**config.mk**
```make
export PLATFORM = sky130hd
export DESIGN_NAME = lc_skew_vbi
export DESIGN_NICKNAME = d
export VERILOG_FILES = /design/src/rtl/lcs_pkg.sv /design/src/rtl/lcs_in_stage.sv /design/src/rtl/lcs_delay_line.sv /design/src/rtl/lcs_vbi_sub.sv /design/src/rtl/lc_skew_vbi.sv
export SDC_FILE = /design/constraint.sdc
export NUM_CORES = 1
export LEC_CHECK = 0
export BUFFER_PORTS_ARGS = -buffer_cell sky130_fd_sc_hd__buf_2
export CAP_MARGIN = 20
export CORE_MARGIN = 2
export CORE_UTILIZATION = 60
export DETAILED_ROUTE_END_ITERATION = 8
export PLACE_DENSITY = 0.88
export SYNTH_ARGS = -nofsm -noshare
export SYNTH_HDL_FRONTEND = slang
export SYNTH_SLANG_ARGS = --single-unit
```
**constraint.sdc**
```tcl
create_clock -name clk -period 4.45 [get_ports clk]
set_input_delay 0.2225 -clock clk [delete_from_list [all_inputs] [get_ports clk]]
set_output_delay 0.2225 -clock clk [all_outputs]
set_load 0.005 [all_outputs]
```
**src/rtl/lcs_pkg.sv**
```systemverilog
package lcs_pkg;

  localparam int MAX_SKEW = 3;
  localparam int TAP_W    = $clog2(MAX_SKEW + 1);

  typedef struct packed {
    logic [TAP_W-1:0] luma_dly;
    logic [TAP_W-1:0] chroma_dly;
  } skew_taps_t;

  // Positive codes hold luma back; negative codes (two's complement) hold chroma back.
  function automatic skew_taps_t decode_skew(input logic [2:0] code);
    skew_taps_t t;
    if (!code[2]) begin
      t.luma_dly   = code[1:0];
      t.chroma_dly = '0;
    end else begin
      t.luma_dly   = '0;
      t.chroma_dly = 2'd0 - code[1:0];
    end
    return t;
  endfunction

endpackage

```
**src/rtl/lcs_in_stage.sv**
```systemverilog
module lcs_in_stage #(
  parameter int DW = 10,
  parameter int LW = 11
) (
  input  logic                  clk,
  input  logic                  rst,
  input  logic                  in_vld,
  input  logic [DW-1:0]         in_luma,
  input  logic [DW-1:0]         in_chroma,
  input  logic [LW-1:0]         line_num,
  input  logic [2:0]            skew_code,
  input  logic                  raw_vbi_en,
  input  logic                  fmt_656_10b,
  input  logic [LW-1:0]         vblk_first,
  input  logic [LW-1:0]         vblk_last,
  output logic                  s1_vld,
  output logic [DW-1:0]         s1_luma,
  output logic [DW-1:0]         s1_chroma,
  output logic [LW-1:0]         s1_line,
  output logic                  s1_raw,
  output logic                  s1_fmt,
  output logic [LW-1:0]         s1_first,
  output logic [LW-1:0]         s1_last,
  output lcs_pkg::skew_taps_t   s1_taps
);

  logic          seen_q;
  logic [LW-1:0] prev_line_q;
  logic          s1_new;
  logic [2:0]    s1_code;
  logic [2:0]    act_code;
  logic [2:0]    eff_code;
  logic          line_edge;

  assign line_edge = in_vld && (!seen_q || (line_num != prev_line_q));

  always_ff @(posedge clk) begin
    if (rst) begin
      seen_q      <= 1'b0;
      prev_line_q <= '0;
      s1_vld      <= 1'b0;
      s1_new      <= 1'b0;
      s1_code     <= '0;
      s1_luma     <= '0;
      s1_chroma   <= '0;
      s1_line     <= '0;
      s1_raw      <= 1'b0;
      s1_fmt      <= 1'b0;
      s1_first    <= '0;
      s1_last     <= '0;
    end else begin
      s1_vld <= in_vld;
      if (in_vld) begin
        seen_q      <= 1'b1;
        prev_line_q <= line_num;
        s1_new      <= line_edge;
        s1_code     <= skew_code;
        s1_luma     <= in_luma;
        s1_chroma   <= in_chroma;
        s1_line     <= line_num;
        s1_raw      <= raw_vbi_en;
        s1_fmt      <= fmt_656_10b;
        s1_first    <= vblk_first;
        s1_last     <= vblk_last;
      end
    end
  end

  // Code is only adopted on the first sample of a line.
  assign eff_code = (s1_vld && s1_new) ? s1_code : act_code;
  assign s1_taps  = lcs_pkg::decode_skew(eff_code);

  always_ff @(posedge clk) begin
    if (rst)                  act_code <= '0;
    else if (s1_vld && s1_new) act_code <= s1_code;
  end


  code_hold_chk: assert property (@(posedge clk) disable iff (rst)
    !(s1_vld && s1_new) |=> $stable(act_code));

endmodule

```
**src/rtl/lcs_delay_line.sv**
```systemverilog
module lcs_delay_line #(
  parameter int DW   = 10,
  parameter int MAXD = 3,
  localparam int SELW = $clog2(MAXD + 1)
) (
  input  logic            clk,
  input  logic            rst,
  input  logic            adv,
  input  logic [DW-1:0]   din,
  input  logic [SELW-1:0] sel,
  output logic [DW-1:0]   dout
);

  logic [DW-1:0] hist [1:MAXD];
  logic [DW-1:0] tap  [0:MAXD];

  always_ff @(posedge clk) begin
    if (rst) begin
      for (int k = 1; k <= MAXD; k++) hist[k] <= '0;
    end else if (adv) begin
      hist[1] <= din;
      for (int k = 2; k <= MAXD; k++) hist[k] <= hist[k-1];
    end
  end

  always_comb begin
    tap[0] = din;
    for (int k = 1; k <= MAXD; k++) tap[k] = hist[k];
  end

  always_ff @(posedge clk) begin
    if (rst)      dout <= '0;
    else if (adv) dout <= tap[sel];
  end


  idle_hold_chk: assert property (@(posedge clk) disable iff (rst)
    !adv |=> $stable(dout));

endmodule

```
**src/rtl/lcs_vbi_sub.sv**
```systemverilog
module lcs_vbi_sub #(
  parameter int DW = 10,
  parameter int LW = 11
) (
  input  logic          clk,
  input  logic          rst,
  input  logic          vld,
  input  logic [DW-1:0] luma,
  input  logic [DW-1:0] chroma,
  input  logic [LW-1:0] line,
  input  logic          raw_en,
  input  logic          fmt10,
  input  logic [LW-1:0] win_first,
  input  logic [LW-1:0] win_last,
  output logic          o_vld,
  output logic [DW-1:0] o_luma,
  output logic [DW-1:0] o_chroma
);

  logic in_win;
  logic swap;

  assign in_win = (line >= win_first) && (line < win_last);
  assign swap   = raw_en && fmt10 && in_win;

  always_ff @(posedge clk) begin
    if (rst) begin
      o_vld    <= 1'b0;
      o_luma   <= '0;
      o_chroma <= '0;
    end else begin
      o_vld <= vld;
      if (vld) begin
        o_luma   <= luma;
        o_chroma <= swap ? luma : chroma;
      end
    end
  end


  mode_pass_chk: assert property (@(posedge clk) disable iff (rst)
    (vld && (!fmt10 || !raw_en)) |=> (o_chroma == $past(chroma)));


  empty_win_chk: assert property (@(posedge clk) disable iff (rst)
    (vld && (win_first >= win_last)) |=> (o_chroma == $past(chroma)));


  swap_luma_chk: assert property (@(posedge clk) disable iff (rst)
    (vld && raw_en && fmt10 && (line >= win_first) && (line < win_last))
      |=> (o_chroma == $past(luma)));

endmodule

```
**src/rtl/lc_skew_vbi.sv**
```systemverilog
module lc_skew_vbi #(
  parameter int DW = 10,
  parameter int LW = 11
) (
  input  logic          clk,
  input  logic          rst,
  input  logic          in_vld,
  input  logic [DW-1:0] in_luma,
  input  logic [DW-1:0] in_chroma,
  input  logic [LW-1:0] line_num,
  input  logic [2:0]    skew_code,
  input  logic          raw_vbi_en,
  input  logic          fmt_656_10b,
  input  logic [LW-1:0] vblk_first,
  input  logic [LW-1:0] vblk_last,
  output logic          out_vld,
  output logic [DW-1:0] out_luma,
  output logic [DW-1:0] out_chroma
);

  logic                s1_vld, s1_raw, s1_fmt;
  logic [DW-1:0]       s1_luma, s1_chroma;
  logic [LW-1:0]       s1_line, s1_first, s1_last;
  lcs_pkg::skew_taps_t s1_taps;

  logic                s2_vld, s2_raw, s2_fmt;
  logic [DW-1:0]       s2_luma, s2_chroma;
  logic [LW-1:0]       s2_line, s2_first, s2_last;

  logic                s3_vld;
  logic [DW-1:0]       s3_luma, s3_chroma;

  lcs_in_stage #(.DW(DW), .LW(LW)) u_in (
    .clk(clk), .rst(rst), .in_vld(in_vld), .in_luma(in_luma), .in_chroma(in_chroma),
    .line_num(line_num), .skew_code(skew_code), .raw_vbi_en(raw_vbi_en),
    .fmt_656_10b(fmt_656_10b), .vblk_first(vblk_first), .vblk_last(vblk_last),
    .s1_vld(s1_vld), .s1_luma(s1_luma), .s1_chroma(s1_chroma), .s1_line(s1_line),
    .s1_raw(s1_raw), .s1_fmt(s1_fmt), .s1_first(s1_first), .s1_last(s1_last),
    .s1_taps(s1_taps)
  );

  lcs_delay_line #(.DW(DW), .MAXD(lcs_pkg::MAX_SKEW)) u_luma_dl (
    .clk(clk), .rst(rst), .adv(s1_vld), .din(s1_luma),
    .sel(s1_taps.luma_dly), .dout(s2_luma)
  );

  lcs_delay_line #(.DW(DW), .MAXD(lcs_pkg::MAX_SKEW)) u_chroma_dl (
    .clk(clk), .rst(rst), .adv(s1_vld), .din(s1_chroma),
    .sel(s1_taps.chroma_dly), .dout(s2_chroma)
  );

  always_ff @(posedge clk) begin
    if (rst) begin
      s2_vld   <= 1'b0;
      s2_raw   <= 1'b0;
      s2_fmt   <= 1'b0;
      s2_line  <= '0;
      s2_first <= '0;
      s2_last  <= '0;
    end else begin
      s2_vld <= s1_vld;
      if (s1_vld) begin
        s2_raw   <= s1_raw;
        s2_fmt   <= s1_fmt;
        s2_line  <= s1_line;
        s2_first <= s1_first;
        s2_last  <= s1_last;
      end
    end
  end

  lcs_vbi_sub #(.DW(DW), .LW(LW)) u_sub (
    .clk(clk), .rst(rst), .vld(s2_vld), .luma(s2_luma), .chroma(s2_chroma),
    .line(s2_line), .raw_en(s2_raw), .fmt10(s2_fmt),
    .win_first(s2_first), .win_last(s2_last),
    .o_vld(s3_vld), .o_luma(s3_luma), .o_chroma(s3_chroma)
  );

  always_ff @(posedge clk) begin
    if (rst) begin
      out_vld    <= 1'b0;
      out_luma   <= '0;
      out_chroma <= '0;
    end else begin
      out_vld <= s3_vld;
      if (s3_vld) begin
        out_luma   <= s3_luma;
        out_chroma <= s3_chroma;
      end
    end
  end


  out_hold_chk: assert property (@(posedge clk) disable iff (rst)
    !out_vld |-> ($stable(out_luma) && $stable(out_chroma)));

endmodule

```
=== Word level (Yosys, flattened, before mapping) ===
Memories as Yosys holds them, arrays and structs flattened.
Cells that the tools add are included.
W data, S select, Z words.

* Bits in registers: 162
* Latch bits: 0
* Memory bits (writable): 60
* Bits in read-only memories: 0
* Input bits: 61
* Output and inout bits: 21
* Logic and storage cells: 69
* Memories: 2

{| class="wikitable"
|+ Memory list
! memory !! depth !! bits a word !! read ports !! clocked after Yosys merged registers in !! write ports !! line !! source
|-
| u_chroma_dl.hist || 3 || 10 || 3 || 0 || 3 || lcs_delay_line.sv:14 || <nowiki>logic [DW-1:0] hist [1:MAXD];</nowiki>
|-
| u_luma_dl.hist || 3 || 10 || 3 || 0 || 3 || lcs_delay_line.sv:14 ||
|}

* $add $sub $neg: 1
* Multipliers: 0
* Divide/modulo/power cells: 0
* $lt $le $gt $ge: 4
* Equal/unequal tests: 1
* Shift-type cells: 0
* Mux-type cells: 20
* Bitwise logic cells: 8
* Reductions and logical operators: 7

{| class="wikitable"
|+ Operators by type and width
! kind !! number
|-
| $mux W10 || 11
|-
| $bmux W10 S2 || 2
|-
| $ge A11 B11 Y1 || 1
|-
| $lt A11 B11 Y1 || 1
|-
| $ne A11 B11 Y1 || 1
|-
| $ge A3 B3 Y1 const B || 2
|-
| $not A2 Y3 || 2
|-
| $or A1 B1 Y1 || 6
|-
| $logic_and A1 B1 Y1 || 5
|-
| $mux W1 || 5
|-
| $mux W4 || 1
|-
| $mux W3 || 1
|-
| $sub A1 B2 Y2 const A || 1
|-
| $logic_not A1 Y1 || 1
|-
| $logic_or A1 B1 Y1 || 1
|}

=== Depth between registers and ports, before layout ===
* Depth after elaboration: 8
* Gate-level depth with buffers: 9
* Depth with buffers taken out: 8

=== By module ===
Synthesis repeated with hierarchy kept, for this count alone.

* Cells, all modules: 826
* Area total of the unflattened synthesis: 9396.5 sq um

{| class="wikitable"
|+ Modules (own cells, without submodules)
! module !! times used !! cells each !! area each (sq um) !! sequential area each (sq um)
|-
| lcs_delay_line || 2 || 122 || 1744.2 || 1101.1
|-
| lcs_in_stage || 1 || 236 || 2481.1 || 1281.2
|-
| lc_skew_vbi || 1 || 182 || 2037.0 || 1141.1
|-
| lcs_vbi_sub || 1 || 164 || 1390.1 || 420.4
|}

=== Worst setup path before layout ===
Ideal clock, no wire load.

* Path type: register to register
* From: register u_in.s1_vld
* To: register u_chroma_dl.hist[0][10] (netlist name)
* Setup time: 0.414 ns
* Data arrival time: 2.108 ns
* Required time: 4.036 ns
* Slack: 1.928 ns
* Stages on the path, launching flop included: 6
* Buffers on the path: 3
* Clock period less this slack: 2.522 ns
* Cells stage by stage: dfxtp_1 buf_2 clkbuf_1 nor2_1 clkbuf_1 inv_1

{| class="wikitable"
|+ RTL lines
! what !! line !! source
|-
| from (decl) || lcs_in_stage.sv:16 || <nowiki>output logic s1_vld,</nowiki>
|-
| from (signal assigned) || lcs_in_stage.sv:52 || <nowiki>s1_vld <= in_vld;</nowiki>
|}

=== Worst setup path in the final report ===
* From: register u_in.s1_vld
* To: register u_chroma_dl.dout[8]

* Word-level cells in the longest chain between the ends: 8

{| class="wikitable"
|+ Ends and longest elaborated chain
! what !! line !! source
|-
| $logic_and A1 B1 Y1 || lcs_in_stage.sv:70 || <nowiki>assign eff_code = (s1_vld && s1_new) ? s1_code : act_code;</nowiki>
|-
| $mux W3 || lcs_in_stage.sv:70 ||
|-
| $sub A1 B2 Y2 || lcs_pkg.sv:19 || <nowiki>t.chroma_dly = 2'd0 - code[1:0];</nowiki>
|-
| $mux W4 || lcs_pkg.sv:14 || <nowiki>if (!code[2]) begin</nowiki>
|-
| $not A2 Y3 (implied by the code) || lcs_delay_line.sv:33 || <nowiki>else if (adv) dout <= tap[sel];</nowiki>
|-
| $bmux W10 S2 || lcs_delay_line.sv:33 ||
|-
| $mux W10 (implied by the code) (2 in series) || lcs_delay_line.sv:33 ||
|-
| to (signal assigned) || lcs_delay_line.sv:33 ||
|-
| to (decl) || lcs_delay_line.sv:11 || <nowiki>output logic [DW-1:0] dout</nowiki>
|}

Parallel ways exist; a longest one is shown, timed or not. The select of a mux whose other input is x is not followed.
A chain may end at the register's enable or synchronous reset.

==> results.yml <==
route:
  vias: 6470
  drtIter0Drc: 508
  firstDrtPassIters: 5
  drt-total-wl_mm: 19.7
  avgViaCountPerCell: 5.51
  drc: 0
  ant_nets: 0
  routedWlPerCell_um: 16.7
global_route:
  grt_max_degree: 84
  grt_usage: 0.240
  grt_overflow: 0
  grt_pass1_wl_mm: 31.8
  antenna_found_initial: 0
  grt_pass1_vias: 6395
clocking:
  hold_buffers: 52
  clk_pin_slew_ns: 0.06
  cts_buffers: 23
  clockBufferDepth: 3
  cts_tree: "yes"
  clock-sinks: 222
  htreeDepth: 1
  cts_resized: 0
  clkLatencyLatePin_ns: 0.51
  cts_root_buf: "clkbuf_16"
  cts_setup_buffers: 0
setup_path:
  cp_top_family: "compound AO/OA/AOI/OAI gates"
  worst_r2r_startpoint: "u_in.s1_vld$_SDFF_PP0_"
  cp_slowest_cell: "nor2b_2"
  critPathMaxStageDelay_ns: 0.67
  cp.arrival_ns: 3.27
  cp.required_ns: 4.89
  cp_max_fo: 36
  rr_worst_depth: 5
  critPathBufInv: 1
  crit_type: "reg2reg"
  r2r-end: "u_chroma_dl.dout[8]$_SDFFE_PP0P_"
  cp-start-kind: "register"
  endpoint_kind: "register"
  cp_cell_sequence: "buf_4 -> nor2b_2 -> o21ai_1 -> o22ai_1 -> a21o_1"
  r2r_setup_slack_ns: 1.62
sta:
  finClkSkew_ns: 0.0178
  finalMaxSlewViolations: 0
  hold_viol: 2
  fin_tns_setup_ns: 0
  period_share: 0.637
  slew_headroom: 0.257
  hold_slack_ns: -0.00295
  grt_setup_unrepaired: "no"
  setup_viol: 0
  tightestPinTransition_ns: 1.11
  fmax_mhz: 353
  fin_crit_ns: 2.83
cells_and_area:
  regArea_sq_mm: 0.00505
  n_antenna_cell: 0
  fill_cells: 968
  layout-drive-gt1-share: 0.141
  nNetsFinal: 1055
  multi_input_area_sq_mm: 0.00387
  syn2layout_area_growth_pct: 19.1
  finish.utilization: 0.728
logic_synthesis:
  ys_types: 38
  yosysSeqAreaShare: 0.545
  ys_async_sr_fraction: 0
  ys_ff_latch: 222
  avgSynthCellArea_sq_um: 10.8
  synth.net_count: 942
  synth_enable_flop_cells: 60
  synthCells: 860
  yosysWarnings: 0
  yosys_most_used_dff: "dfxtp_1"
  syn_area_sq_mm: 0.00926
pwr:
  power_switching_w: 0.000999
  powerDensity_mw_per_mm2: 401
  power_frac_comb: 0.077
  p_int_w: 0.00342
  vdd.ir_drop.worst_v: 0.000347
  power_frac_seq: 0.503
  sw_frac_of_total: 0.226
  leakage_nw: 4.52
  power_frac_clock: 0.420
floorplanning:
  initial_utilization: 0.611
  ios: 82
  die_h_um: 128
  die_w_um: 128
  core_sq_mm: 0.0151
  dieArea_sq_mm: 0.0164
  fp-row-count: 45
hold_path:
  hp-start: "line_num[7]"
  worstHoldPathType: "in2reg"
  whs_path_depth: 3
  hold_end: "u_in.s1_line[7]$_SDFFE_PP0P_"
placement:
  gp_congestion: 0.845
  portBuffers: 81
  dp_hpwl_mm: 11.8
status:
  violations: "hold timing"
  status: "finished with violations"
run:
  cap_violations: 0
==> area by class of cell <==
class | count | share of cell area
Multi-Input combinational cell | 550 | 0.351
Tap cell | 188 | 0.0213
Sequential cell | 222 | 0.458
Timing Repair Buffer | 144 | 0.0940
Clock buffer | 35 | 0.0612
Clock inverter | 4 | 0.00409
Inverter | 32 | 0.0109
==> state kept, by name (all words and copies together) (netlist names), 11 cells and up <==
name,flops
s2_first,11
s2_last,11
s2_line,11
u_chroma_dl.hist,30
u_in.s1_first,11
u_in.s1_last,11
u_in.s1_line,11
u_luma_dl.hist,30
==> Yosys cell counts, drive strengths merged, types with 6 or more instances <==
| cell type | instances | share of area |
|---|---|---|
| a211oi | 13 | 0.016 |
| a21o | 12 | 0.0097 |
| a21oi | 16 | 0.0087 |
| and2 | 62 | 0.042 |
| buf | 17 | 0.0099 |
| clkbuf | 39 | 0.016 |
| dfxtp | 162 | 0.35 |
| edfxtp | 60 | 0.19 |
| ha | 21 | 0.028 |
| inv | 32 | 0.013 |
| mux2 | 10 | 0.012 |
| mux2i | 144 | 0.16 |
| nand2 | 23 | 0.0093 |
| nand2b | 12 | 0.0081 |
| nand3 | 14 | 0.0076 |
| nor2 | 145 | 0.059 |
| nor2b | 7 | 0.0047 |
| o211ai | 12 | 0.0097 |
| o21ai | 13 | 0.0070 |
| o22ai | 10 | 0.0068 |
| o31a | 10 | 0.0095 |
| xor2 | 6 | 0.0057 |
==> tightest hold or removal path: stages <==
cell     delay (ns)
buf_2          0.09
mux2i_1        0.07
nor2_1         0.08
==> layout by cell type (no fill, tap or decap), types with 2 or more instances in the layout <==
cell type	count
buf_2	79
clkinv_2	3
nor2b_1	6
xor2_1	6
o31a_1	10
o21ai_1	11
mux2i_1	144
buf_4	11
a211oi_2	10
nor2_1	145
and2_1	62
nand4_1	5
mux2_1	10
a211oi_1	3
ha_1	21
inv_1	31
xnor2_1	5
dlygate4sd3_1	53
o21ai_0	2
nor4_1	2
nand3_1	14
clkbuf_1	6
o211ai_1	12
a21o_1	12
nand2b_1	12
o22ai_1	10
clkbuf_8	5
dfxtp_1	161
a21oi_1	15
clkbuf_16	23
edfxtp_1	60
nand2_1	23
==> per-stage QoR <==
step / hold slack, ns / std cells / total power (W) / worst slack (ns) / cell area (sq um)
floorplan: 0.369 / 860 / 0.00246 / 1.93 / 9260
global placement: 0.434 / 1081 / 0.00254 / 1.73 / 9740
detailed placement: 0.440 / 1082 / 0.00256 / 1.62 / 9770
CTS: 0.000586 / 1173 / 0.00441 / 1.60 / 11000
global route: 0.00719 / 1175 / 0.00455 / 1.37 / 11000
finish: -0.00295 / 1175 / 0.00442 / 1.62 / 11000
==> metal layers <==
layer / part of all wire / up-vias / GRT usage
li1: - / 3177 / -
met1: 0.42 / 3088 / 0.297
met2: 0.50 / 161 / 0.433
met3: 0.042 / 44 / 0.0313
met4: 0.031 / 0 / 0.0782
met5: 0 / - / 0
==> power groups by stage <==
stage	clock (W)	combinational (W)	sequential, W
floorplan	0	0.000223	0.00224
global placement	0	0.000282	0.00226
detailed placement	0	0.000294	0.00226
CTS	0.00186	0.000333	0.00222
global route	0.00195	0.000371	0.00223
finish	0.00185	0.000340	0.00222
==> worst max path at each step <==
| stage | startpoint | end | slack (ns) | cells past startpoint |
|---|---|---|---|---|
| floorplan | u_in.s1_vld$_SDFF_PP0_ | u_chroma_dl.hist[0][10]$_SDFFCE_PN0P_ | 1.93 | 5 |
| CTS | u_in.s1_vld$_SDFF_PP0_ | u_chroma_dl.dout[7]$_SDFFE_PP0P_ | 1.60 | 5 |
| global placement | u_in.s1_vld$_SDFF_PP0_ | u_chroma_dl.dout[0]$_SDFFE_PP0P_ | 1.73 | 5 |
| detailed placement | u_in.s1_vld$_SDFF_PP0_ | u_chroma_dl.dout[8]$_SDFFE_PP0P_ | 1.62 | 5 |
| finish | u_in.s1_vld$_SDFF_PP0_ | u_chroma_dl.dout[8]$_SDFFE_PP0P_ | 1.62 | 5 |
| global route | u_in.s1_vld$_SDFF_PP0_ | u_chroma_dl.dout[8]$_SDFFE_PP0P_ | 1.37 | 5 |
==> kinds of logic after synthesis <==
kind of cell | count (synthesis) | share of synthesized area
muxes | 154 | 0.168
and+or+nand+nor | 274 | 0.138
buffers and inverters | 88 | 0.0387
AOI/OAI and AO/OA | 90 | 0.0712
adders and majority gates | 21 | 0.0284
DFF | 222 | 0.545
xor gates and xnor gates | 11 | 0.0104
Note: power is estimated with default switching activity, not from simulation.
